--- src/rtl/prbs_pkg.sv ---
package prbs_pkg;
  // Shift-register variants: register width and second feedback tap (1-based)
  typedef struct packed {
    int unsigned width;
    int unsigned tap;
  } lfsr_cfg_t;

  localparam int unsigned NUM_VARIANTS = 2;
  localparam int unsigned MAX_WIDTH    = 23;

  // index 0 = short pattern, index 1 = long pattern
  localparam lfsr_cfg_t VARIANTS [NUM_VARIANTS] = '{
    '{width: 15, tap: 14},
    '{width: 23, tap: 18}
  };
endpackage

--- src/rtl/prbs_lfsr.sv ---
module prbs_lfsr
  import prbs_pkg::*;
(
  input  logic clk,
  input  logic rst,
  input  logic reload,
  input  logic advance,
  input  logic long_sel,
  output logic pat_bit
);
  logic [MAX_WIDTH-1:0] state;
  logic [MAX_WIDTH-1:0] nxt   [NUM_VARIANTS];
  logic                 outb  [NUM_VARIANTS];

  for (genvar g = 0; g < NUM_VARIANTS; g++) begin : g_var
    localparam int unsigned W = VARIANTS[g].width;
    localparam int unsigned T = VARIANTS[g].tap;
    logic fb;
    assign fb      = state[W-1] ^ state[T-1];
    assign outb[g] = ~state[W-1];
    always_comb begin
      nxt[g]        = state;
      nxt[g][W-1:0] = {state[W-2:0], fb};
    end
  end

  assign pat_bit = long_sel ? outb[1] : outb[0];

  always_ff @(posedge clk) begin
    if (rst || reload) state <= '1;
    else if (advance)  state <= long_sel ? nxt[1] : nxt[0];
  end
endmodule

--- src/rtl/prbs_window_match.sv ---
module prbs_window_match #(
  parameter int SW = 3,
  parameter int CW = 5
) (
  input  logic [SW-1:0] cfg_stream,
  input  logic [CW-1:0] cfg_start,
  input  logic [CW-1:0] cfg_len,
  input  logic [SW-1:0] cur_stream,
  input  logic [CW-1:0] cur_chan,
  output logic          hit
);
  logic [CW:0] last_ch;
  assign last_ch = {1'b0, cfg_start} + {1'b0, cfg_len};
  // channel indices never exceed the frame, so an end past it clamps naturally
  assign hit = (cur_stream == cfg_stream) && (cur_chan >= cfg_start) &&
               ({1'b0, cur_chan} <= last_ch);
endmodule

--- src/rtl/prbs_window_tx.sv ---
module prbs_window_tx #(
  parameter int STREAMS  = 8,
  parameter int CHANNELS = 32,
  localparam int SW = $clog2(STREAMS),
  localparam int CW = $clog2(CHANNELS)
) (
  input  logic          clk,
  input  logic          rst,
  input  logic          tx_en,
  input  logic          long_sel,
  input  logic [SW-1:0] cfg_stream,
  input  logic [CW-1:0] cfg_start,
  input  logic [CW-1:0] cfg_len,
  input  logic [SW-1:0] cur_stream,
  input  logic [CW-1:0] cur_chan,
  input  logic          bit_stb,
  output logic          prbs_bit,
  output logic          ovr_valid
);
  logic mode_q, mode_chg, hit, adv, reload, pat_bit;

  assign mode_chg = long_sel != mode_q;
  assign reload   = !tx_en || mode_chg;
  assign adv      = bit_stb && hit && !reload;

  prbs_window_match #(.SW(SW), .CW(CW)) u_match (
    .cfg_stream(cfg_stream), .cfg_start(cfg_start), .cfg_len(cfg_len),
    .cur_stream(cur_stream), .cur_chan(cur_chan), .hit(hit)
  );

  prbs_lfsr u_lfsr (
    .clk(clk), .rst(rst), .reload(reload), .advance(adv),
    .long_sel(long_sel), .pat_bit(pat_bit)
  );

  always_ff @(posedge clk) begin
    if (rst) begin
      mode_q    <= 1'b0;
      ovr_valid <= 1'b0;
      prbs_bit  <= 1'b0;
    end else begin
      mode_q    <= long_sel;
      ovr_valid <= adv;
      prbs_bit  <= adv && pat_bit;
    end
  end
endmodule

--- config.mk ---
export PLATFORM = sky130hd
export DESIGN_NAME = prbs_window_tx
export DESIGN_NICKNAME = d
export VERILOG_FILES = /design/src/rtl/prbs_pkg.sv /design/src/rtl/prbs_lfsr.sv /design/src/rtl/prbs_window_match.sv /design/src/rtl/prbs_window_tx.sv
export SDC_FILE = /design/constraint.sdc
export NUM_CORES = 1
export LEC_CHECK = 0
export ABC_AREA = 1
export BUFFER_PORTS_ARGS = -buffer_cell sky130_fd_sc_hd__buf_2
export CORE_UTILIZATION = 59
export DETAILED_ROUTE_END_ITERATION = 6
export PLACE_DENSITY = 0.83
export SLEW_MARGIN = 5
export SYNTH_ARGS = -nofsm -noshare
export SYNTH_HDL_FRONTEND = slang
export SYNTH_SLANG_ARGS = --single-unit
--- constraint.sdc ---
create_clock -name clk -period 6.04 [get_ports clk]
set_input_delay 0.604 -clock clk [delete_from_list [all_inputs] [get_ports clk]]
set_output_delay 0.604 -clock clk [all_outputs]
set_load 0.1 [all_outputs]
==> summary.md, run 1 <==
| Metric | Value |
|---|---|
| Unrepaired setup endpoints after global routing | `false` |
| Setup-failing EPs final | `0` |
| Total standard cell area after synthesis | `around 0.0015 sq mm` |
| Antenna Violating Nets Remaining | `0` |
| Vias post-DR | `1,387` |
| Setup TNS after final layout | `0 ns` |
| Final Wtd Congestion | `between 0.8 and 0.9` |
| Number of cells on the worst reg-to-reg path | `6` |
| Vias per Instance | `5.64` |
| Clock insertion delay at the later pin of the skew report | `0.33 ns` |
| Largest net degree at the start of global routing | `25` |
| Critical Path Start Type | `input port` |
| Top-level I/O count | `28` |
| Leakage | `0.916 nW` |
| Average footprint of a synthesized cell | `8.03 sq um` |
| Slowest cell on crit path | `sky130_fd_sc_hd__a21oi_4` |
| Number of buffers created by CTS | `3` |
| Power Density | `roughly 200 mW/mm^2` |
| Clk pwr share | `25.8%` |
| Part of the cycle the worst path needs | `48.0%` |
| Slack of the worst reg-to-reg path | `4.49 ns` |
| Number of nets in the layout | `259` |
| Syn nets | `between 200 and 250` |
| Transition time at the pin with the least slew margin | `0.519 ns` |
| Layout cells sized above 1 | `between 20% and 30%` |
| Critical path data required time | `6.32 ns` |
| Pre-antenna DRT Iters | `4` |
| Startpoint of the most critical setup path | `cfg_start[0]` |
| Aggregate global-route resource usage | `24.2%` |
| H-tree lvl count | `1` |
| FF+latch area | `520 sq um` |
| Clock tree root buffer cell | `sky130_fd_sc_hd__clkbuf_4` |
| Fillers | `206` |
| Vertical die dimension | `53.1 um` |
| Total number of yosys warnings | `0` |
| Endpoint of the most critical setup path | `u_lfsr.state[19]$_SDFFE_PP1P_` |
| Largest stage delay on the critical path | `0.44 ns` |
| Vias in the first global route | `approximately 1.2k` |
| Largest driver fanout on the critical path | `22` |
| Initial antenna violation count | `0` |
| Source of the worst register-to-register timing path | `mode_q$_SDFF_PP0_` |
| Data arrival time at the worst-slack endpoint | `3.17 ns` |
| Longest Clk Path Bufs | `2` |
| Cells along the critical path | `buf_2 -> ha_1 -> fa_1 -> a21oi_1 -> nor2_1 -> nor2_1 -> xor2_1 -> ha_1 -> nand3_1 -> o21a_1 -> nand2_1 -> inv_2 -> a21oi_4 -> nand4_1 -> nand3_1` |
| Worst r2r dst | `u_lfsr.state[19]$_SDFFE_PP1P_` |
| Combinational fraction of design power | `a little under a quarter` |
| WS Path Type | `input port to flop` |
| Number of rows in the core area | `18` |
| Net Switching | `0.104 mW` |
| CTS sink cnt | `26` |
| CTS tree | `done` |
| DRC Markers | `0` |
| Crit-path leading delay family | `adder cells` |
| Area of the core | `0.00248 sq mm` |
| Detail Placement HPWL | `between 2000 and 2500 um` |
| Remaining global-route overflow | `0` |
| Number of buffer and inverter instances along the worst setup path | `2` |
| Total of cells resized after clock tree synthesis | `0` |
| Synth-to-Final Area Change | `11.0%` |
| Proportion of total power due to net switching | `30.2%` |
| Relative contribution of sequential cells to total power | `50.2%` |
| Wirelength per Cell | `between 10 and 15 um` |
| Sort of element at the end of the critical path | `flop` |
| Reported max-cap violation count | `0` |
| Total area of multi-input combinational cells | `898 sq um` |
| Number of cells produced by synthesis | `192` |
| Tmin final | `2.90 ns` |
| VDD IR-drop max | `0.000182 V` |
| Highest attainable clock frequency | `about 0.35 GHz` |
| Hold buffers post-CTS | `0` |
| Internal Dissipation | `around 0.24 mW` |
| Worst Hold Class | `input port to flop` |
| Antenna cells | `0` |
| Overall routed net length | `3160 um` |
| Sequential-to-total area share from yosys stat | `roughly a third` |
| Setup skew after layout | `between 0.008 and 0.009 ns` |
| Number of cells after detailed placement | `242` |
| Number of failing hold endpoints at the final stage | `0` |
| Post-CTS repair timing setup buffer count | `0` |
| Number of distinct library cells after synthesis | `31` |
| Final Instance Count excl. Fillers | `roughly 250` |
| I/O Buffers | `27` |
| Synthesized flop and latch total | `26` |
| Result of the run | `completed` |
| Global-route wire length before repair | `4880 um` |
| Area enclosed by the die boundary | `0.00282 sq mm` |
| Number of max-slew violations in the final report | `0` |
| Slew HR | `around two thirds` |
| Clock slew at reported path FFs | `0.14 ns` |
| Horiz. Die Dim | `53.1 um` |
| Iter 0 DRT Violations | `29` |
| Effective utilization at floorplan | `62.2%` |
| Cell count along the critical path | `15` |
-- area by class of cell --
cell class | count | share of cell area (%)
Clock buffer | 4 | 2.12
Inverter | 20 | 4.39
Multi-Input combinational cell | 138 | 52.5
Sequential cell | 26 | 30.4
Tap cell | 30 | 2.19
Timing Repair Buffer | 28 | 8.34
-- worst register-to-register path: stages, from the launching register on --
cell and delay (ns):
sky130_fd_sc_hd__dfxtp_1 0.34, sky130_fd_sc_hd__xnor2_1 0.19, sky130_fd_sc_hd__nand2_2 0.10, sky130_fd_sc_hd__nand3b_4 0.17, sky130_fd_sc_hd__a21oi_4 0.43, sky130_fd_sc_hd__nand4_1 0.17, sky130_fd_sc_hd__nand3_1 0.10
-- power groups by stage --
stage,combinational (mW),sequential [mW],clock [mW]
after floorplan,0.0581,0.176,0
after global placement,0.0761,0.176,0
after detailed placement,0.0815,0.176,0
after CTS,0.0822,0.172,0.0920
after global routing,0.0920,0.173,0.0983
final,0.0825,0.172,0.0888
-- metrics by stage --
step / util [%] / power [mW] / cell area (sq um) / hold WS, ns / worst slack (ns)
detailed placement: 67.6 / 0.258 / 1670 / 0.463 / 2.82
global route: 69.0 / 0.363 / 1710 / 0.473 / 2.99
floorplan: - / 0.235 / 1540 / 0.442 / 3.30
CTS: 69.0 / 0.347 / 1710 / 0.464 / 3.17
finish: 69.0 / 0.344 / 1710 / 0.472 / 3.14
global placement: 67.6 / 0.252 / 1670 / 0.454 / 2.97
-- per-layer routing --
metal  wire [um]  up-vias  global-route usage, %  part of all wire [%]
met1        1410      634                   28.5                    45
met3         150       13                   5.75                   4.7
met2        1480       45                   39.9                    47
li1            -      695                      -                     -
met5           0        -                      0                     0
met4         123        0                   13.2                   3.9
-- how the worst min path moves through the flow --
stage | from | end | slack, ns | depth (start not counted)
after CTS | rst | prbs_bit$_SDFF_PP0_ | 0.46 | 2
after global routing | rst | prbs_bit$_SDFF_PP0_ | 0.47 | 2
after global placement | u_lfsr.state[7]$_SDFFE_PP1P_ | u_lfsr.state[7]$_SDFFE_PP1P_ | 0.45 | 2
final | rst | prbs_bit$_SDFF_PP0_ | 0.47 | 2
after floorplan | u_lfsr.state[13]$_SDFFE_PP1P_ | u_lfsr.state[13]$_SDFFE_PP1P_ | 0.44 | 2
after detailed placement | u_lfsr.state[19]$_SDFFE_PP1P_ | u_lfsr.state[19]$_SDFFE_PP1P_ | 0.46 | 2
-- kinds of logic (layout without fill, tap and decap cells) --
family                   Yosys count  after routing  synth area share, %
AO/OA/AOI/OAI                     15             15                 6.66
XOR/XNOR                           7              7                 4.47
adder cells (fa/ha/maj)           16             16                 13.5
buffers and inverters             28             52                 7.95
flip-flops                        26             26                 33.8
AND/OR/NAND/NOR                  100            100                 33.7
-- flip-flops by register name, summed over array words and instances, names as in the netlist --
signal / count
u_lfsr.state: 23
mode_q: 1
ovr_valid: 1
prbs_bit: 1
-- synth_stat cells, drive strengths merged --
library cell   n  area, sq um
nand3         42          228
buf            5         36.3
nand2         38          150
inv           20         75.1
nor3           1         10.0
dfxtp         26          521
nor2           7         36.3
o21a           2         15.0
fa             1         20.0
xnor2          3         26.3
clkbuf         3         11.3
ha            15          188
o211ai         1         12.5
nand4         11         75.1
o21ai          4         20.0
xor2           4         42.6
a21oi          8         55.1
nand3b         1         20.0
-- cells in the final DEF, fill, tap and decap left out, types with 3 or more instances in the layout --
cell and count:
sky130_fd_sc_hd__a21oi_1 6, sky130_fd_sc_hd__inv_1 19, sky130_fd_sc_hd__ha_1 15, sky130_fd_sc_hd__dfxtp_1 26
sky130_fd_sc_hd__xnor2_1 3, sky130_fd_sc_hd__buf_2 27, sky130_fd_sc_hd__xor2_1 3, sky130_fd_sc_hd__o21ai_0 3
sky130_fd_sc_hd__nand2_2 3, sky130_fd_sc_hd__nand4_1 10, sky130_fd_sc_hd__nor2_1 5, sky130_fd_sc_hd__nand3_1 40
sky130_fd_sc_hd__clkbuf_4 3, sky130_fd_sc_hd__nand2_1 35
Note: power is estimated with default switching activity, not from simulation.
==> run 2: changes to the inputs <==
Settings changed: CORE_UTILIZATION 59 to 55, PLACE_DENSITY 0.83 to 0.78.
Clock period 6.04 ns to 3.02 ns, I/O delays scaled along.
==> run 2 against run 1 <==
Compared with the run above:
- non-clock buffer count grew 1
- worst setup slack lost 2.6 ns
- via count grew 0.65%
- highest routed layer unchanged
==> summary.md, run 2 (synthesized netlist as in run 1, its figures left out) <==
| Metric | Value |
|---|---|
| Result of the run | `completed (unchanged)` |
| WS Path Type | `input port to flop (unchanged)` |
| I/O Buffers | `27 (unchanged)` |
| Longest Clk Path Bufs | `2 (unchanged)` |
| Relative contribution of sequential cells to total power | `46.4% (was 50.2%)` |
| Vertical die dimension | `54.9 um (was 53.1 um)` |
| Number of buffer and inverter instances along the worst setup path | `2 (unchanged)` |
| Number of cells on the worst reg-to-reg path | `7 (was 6)` |
| Aggregate global-route resource usage | `23.5% (was 24.2%)` |
| Total of cells resized after clock tree synthesis | `0 (unchanged)` |
| Pre-antenna DRT Iters | `4 (unchanged)` |
| Setup TNS after final layout | `0 ns (unchanged)` |
| Largest net degree at the start of global routing | `25 (unchanged)` |
| Net Switching | `0.204 mW (was 0.104 mW)` |
| Effective utilization at floorplan | `60.0% (was 62.2%)` |
| Wirelength per Cell | `12.9 um (was 12.8 um)` |
| Detail Placement HPWL | `2400 um (was 2360 um)` |
| Global-route wire length before repair | `5150 um (was 4880 um)` |
| Reported max-cap violation count | `0 (unchanged)` |
| Setup-failing EPs final | `0 (unchanged)` |
| Critical path data required time | `3.22 ns (was 6.32 ns)` |
| Clock tree root buffer cell | `sky130_fd_sc_hd__clkbuf_4 (unchanged)` |
| End of the worst hold path | `mode_q$_SDFF_PP0_ (was prbs_bit$_SDFF_PP0_)` |
| Horiz. Die Dim | `54.9 um (was 53.1 um)` |
| Setup skew after layout | `0.00148 ns (was 0.00870 ns)` |
| CTS tree | `done (unchanged)` |
| Transition time at the pin with the least slew margin | `0.506 ns (was 0.519 ns)` |
| Iter 0 DRT Violations | `41 (was 29)` |
| Slowest cell on crit path | `sky130_fd_sc_hd__fa_1 (was sky130_fd_sc_hd__a21oi_4)` |
| Proportion of total power due to net switching | `27.4% (was 30.2%)` |
| Internal Dissipation | `0.540 mW (was 0.240 mW)` |
| Leakage | `0.929 nW (was 0.916 nW)` |
| Part of the cycle the worst path needs | `81.3%` |
| Most common library cell in the layout ignoring fill and taps | `sky130_fd_sc_hd__nand3_1 (unchanged)` |
| Number of buffers created by CTS | `3 (unchanged)` |
| Final Wtd Congestion | `0.833 (was 0.866)` |
| Cells along the critical path | `buf_2 -> ha_1 -> fa_1 -> a21oi_1 -> nor2_1 -> nor2_1 -> xor2_1 -> ha_1 -> nand3_1 -> o21a_1 -> nand2_1 -> inv_2 -> nand2_2 -> nand3_4 -> nand2_1 -> nand3_1 (was buf_2 -> ha_1 -> fa_1 -> a21oi_1 -> nor2_1 -> nor2_1 -> xor2_1 -> ha_1 -> nand3_1 -> o21a_1 -> nand2_1 -> inv_2 -> a21oi_4 -> nand4_1 -> nand3_1)` |
| Overall Power | `0.743 mW (was 0.344 mW)` |
| DRC Markers | `0 (unchanged)` |
| Number of nets in the layout | `260 (was 259)` |
| H-tree lvl count | `1 (unchanged)` |
| Overall routed net length | `3180 um (was 3160 um)` |
| Most frequent cells in the layout | `sky130_fd_sc_hd__nand3_1, sky130_fd_sc_hd__nand2_1, sky130_fd_sc_hd__buf_2, sky130_fd_sc_hd__dfxtp_1, sky130_fd_sc_hd__inv_1 (unchanged)` |
| Power Density | `429 mW/mm^2 (was 201 mW/mm^2)` |
| Worst r2r dst | `u_lfsr.state[20]$_SDFFE_PP1P_ (was u_lfsr.state[19]$_SDFFE_PP1P_)` |
| Register with the most flip-flops | `u_lfsr.state (unchanged)` |
| Critical Path Start Type | `input port (unchanged)` |
| Number of rows in the core area | `18 (unchanged)` |
| Hold path cells | `2 (unchanged)` |
| Highest attainable clock frequency | `0.407 GHz` |
| Sort of element at the end of the critical path | `flop (unchanged)` |
| CTS sink cnt | `26 (unchanged)` |
| Slew HR | `66.2% (was 65.3%)` |
| Remaining global-route overflow | `0 (unchanged)` |
| Post-CTS repair timing setup buffer count | `0 (unchanged)` |
| Slack of the worst reg-to-reg path | `1.60 ns (was 4.49 ns)` |
| Pre-CTS worst setup slack | `0.221 ns (was 2.82 ns)` |
| Largest driver fanout on the critical path | `18 (was 22)` |
| Number of failing hold endpoints at the final stage | `0 (unchanged)` |
| Unrepaired setup endpoints after global routing | `false (unchanged)` |
| VDD IR-drop max | `0.000467 V (was 0.000182 V)` |
| Hold buffers post-CTS | `0 (unchanged)` |
| Area of the core | `0.00257 sq mm (was 0.00248 sq mm)` |
| Combinational fraction of design power | `22.1% (was 24.0%)` |
| Tmin final | `2.46 ns` |
| Max FFs per register | `23 (unchanged)` |
| Fillers | `232 (was 206)` |
| Top-level I/O count | `28 (unchanged)` |
| Worst hold slack | `0.194 ns (was 0.472 ns)` |
| Vias post-DR | `1,396 (was 1,387)` |
| Synth-to-Final Area Change | `12.5% (was 11.0%)` |
| Area enclosed by the die boundary | `0.00302 sq mm (was 0.00282 sq mm)` |
| Share of the core filled with cells | `67.5% (was 69.0%)` |
| Final critical-path setup slack | `0.565 ns (was 3.14 ns)` |
| Launch instance of the worst min-delay path | `rst (unchanged)` |
| Vias in the first global route | `1,277 (was 1,161)` |
| Crit-path leading delay family | `adder cells (unchanged)` |
| Number of max-slew violations in the final report | `0 (unchanged)` |
| Initial antenna violation count | `0 (unchanged)` |
| Clk pwr share | `31.5% (was 25.8%)` |
| Data arrival time at the worst-slack endpoint | `2.66 ns (was 3.17 ns)` |
| Antenna Violating Nets Remaining | `0 (unchanged)` |
| Vias per Instance | `5.65 (was 5.64)` |
| Antenna cells | `0 (unchanged)` |
| Largest stage delay on the critical path | `0.41 ns (was 0.44 ns)` |
| Worst Hold Class | `input port to flop (unchanged)` |
| Clock insertion delay at the later pin of the skew report | `0.31 ns (was 0.33 ns)` |
| Clock slew at reported path FFs | `0.14 ns (about the same)` |
| Source of the worst register-to-register timing path | `mode_q$_SDFF_PP0_ (unchanged)` |
| Layout cells sized above 1 | `22.1% (was 21.8%)` |
==> run 2: power by group through the flow <==
stage / logic (mW) / clock network (mW) / registers, mW
3_3_place_gp: 0.154 / 0 / 0.352
6_report: 0.164 / 0.234 / 0.345
4_1_cts: 0.164 / 0.237 / 0.345
3_5_place_dp: 0.163 / 0 / 0.352
5_1_grt: 0.186 / 0.252 / 0.345
2_1_floorplan: 0.116 / 0 / 0.353
==> run 2: layer usage <==
metal	share of wire (%)	up-vias	routed length, um	GRT usage (%)
met3	5.4	2	171	4.37
met5	0	-	0	0
met4	0.38	0	12	5.42
met2	49	45	1570	44.6
li1	-	697	-	-
met1	45	652	1420	26.9
==> run 2: through the flow <==
step	std cells	area, sq um
3_5_place_dp	243	1680
2_1_floorplan	192	1540
3_3_place_gp	243	1680
4_1_cts	247	1730
6_report	247	1730
5_1_grt	247	1730
==> run 2: area by class of cell <==
class                           count  area (sq um)  share of cell area, %
Clock inverter                      1          30.0                   1.73
Clock buffer                        3          22.5                   1.30
Sequential cell                    26           520                   30.0
Multi-Input combinational cell    138           898                   51.8
Inverter                           20          75.1                   4.33
Timing Repair Buffer               29           150                   8.66
Tap cell                           30          37.5                   2.16
==> run 2: worst max-delay path by stage <==
stage / from / end / depth (start not counted)
2_1_floorplan: cfg_start[0] / u_lfsr.state[8]$_SDFFE_PP1P_ / 16
3_3_place_gp: cfg_start[0] / u_lfsr.state[14]$_SDFFE_PP1P_ / 16
3_5_place_dp: cfg_start[0] / u_lfsr.state[11]$_SDFFE_PP1P_ / 16
4_1_cts: cfg_start[0] / u_lfsr.state[20]$_SDFFE_PP1P_ / 16
5_1_grt: cfg_start[0] / u_lfsr.state[14]$_SDFFE_PP1P_ / 16
6_report: cfg_start[0] / u_lfsr.state[11]$_SDFFE_PP1P_ / 16
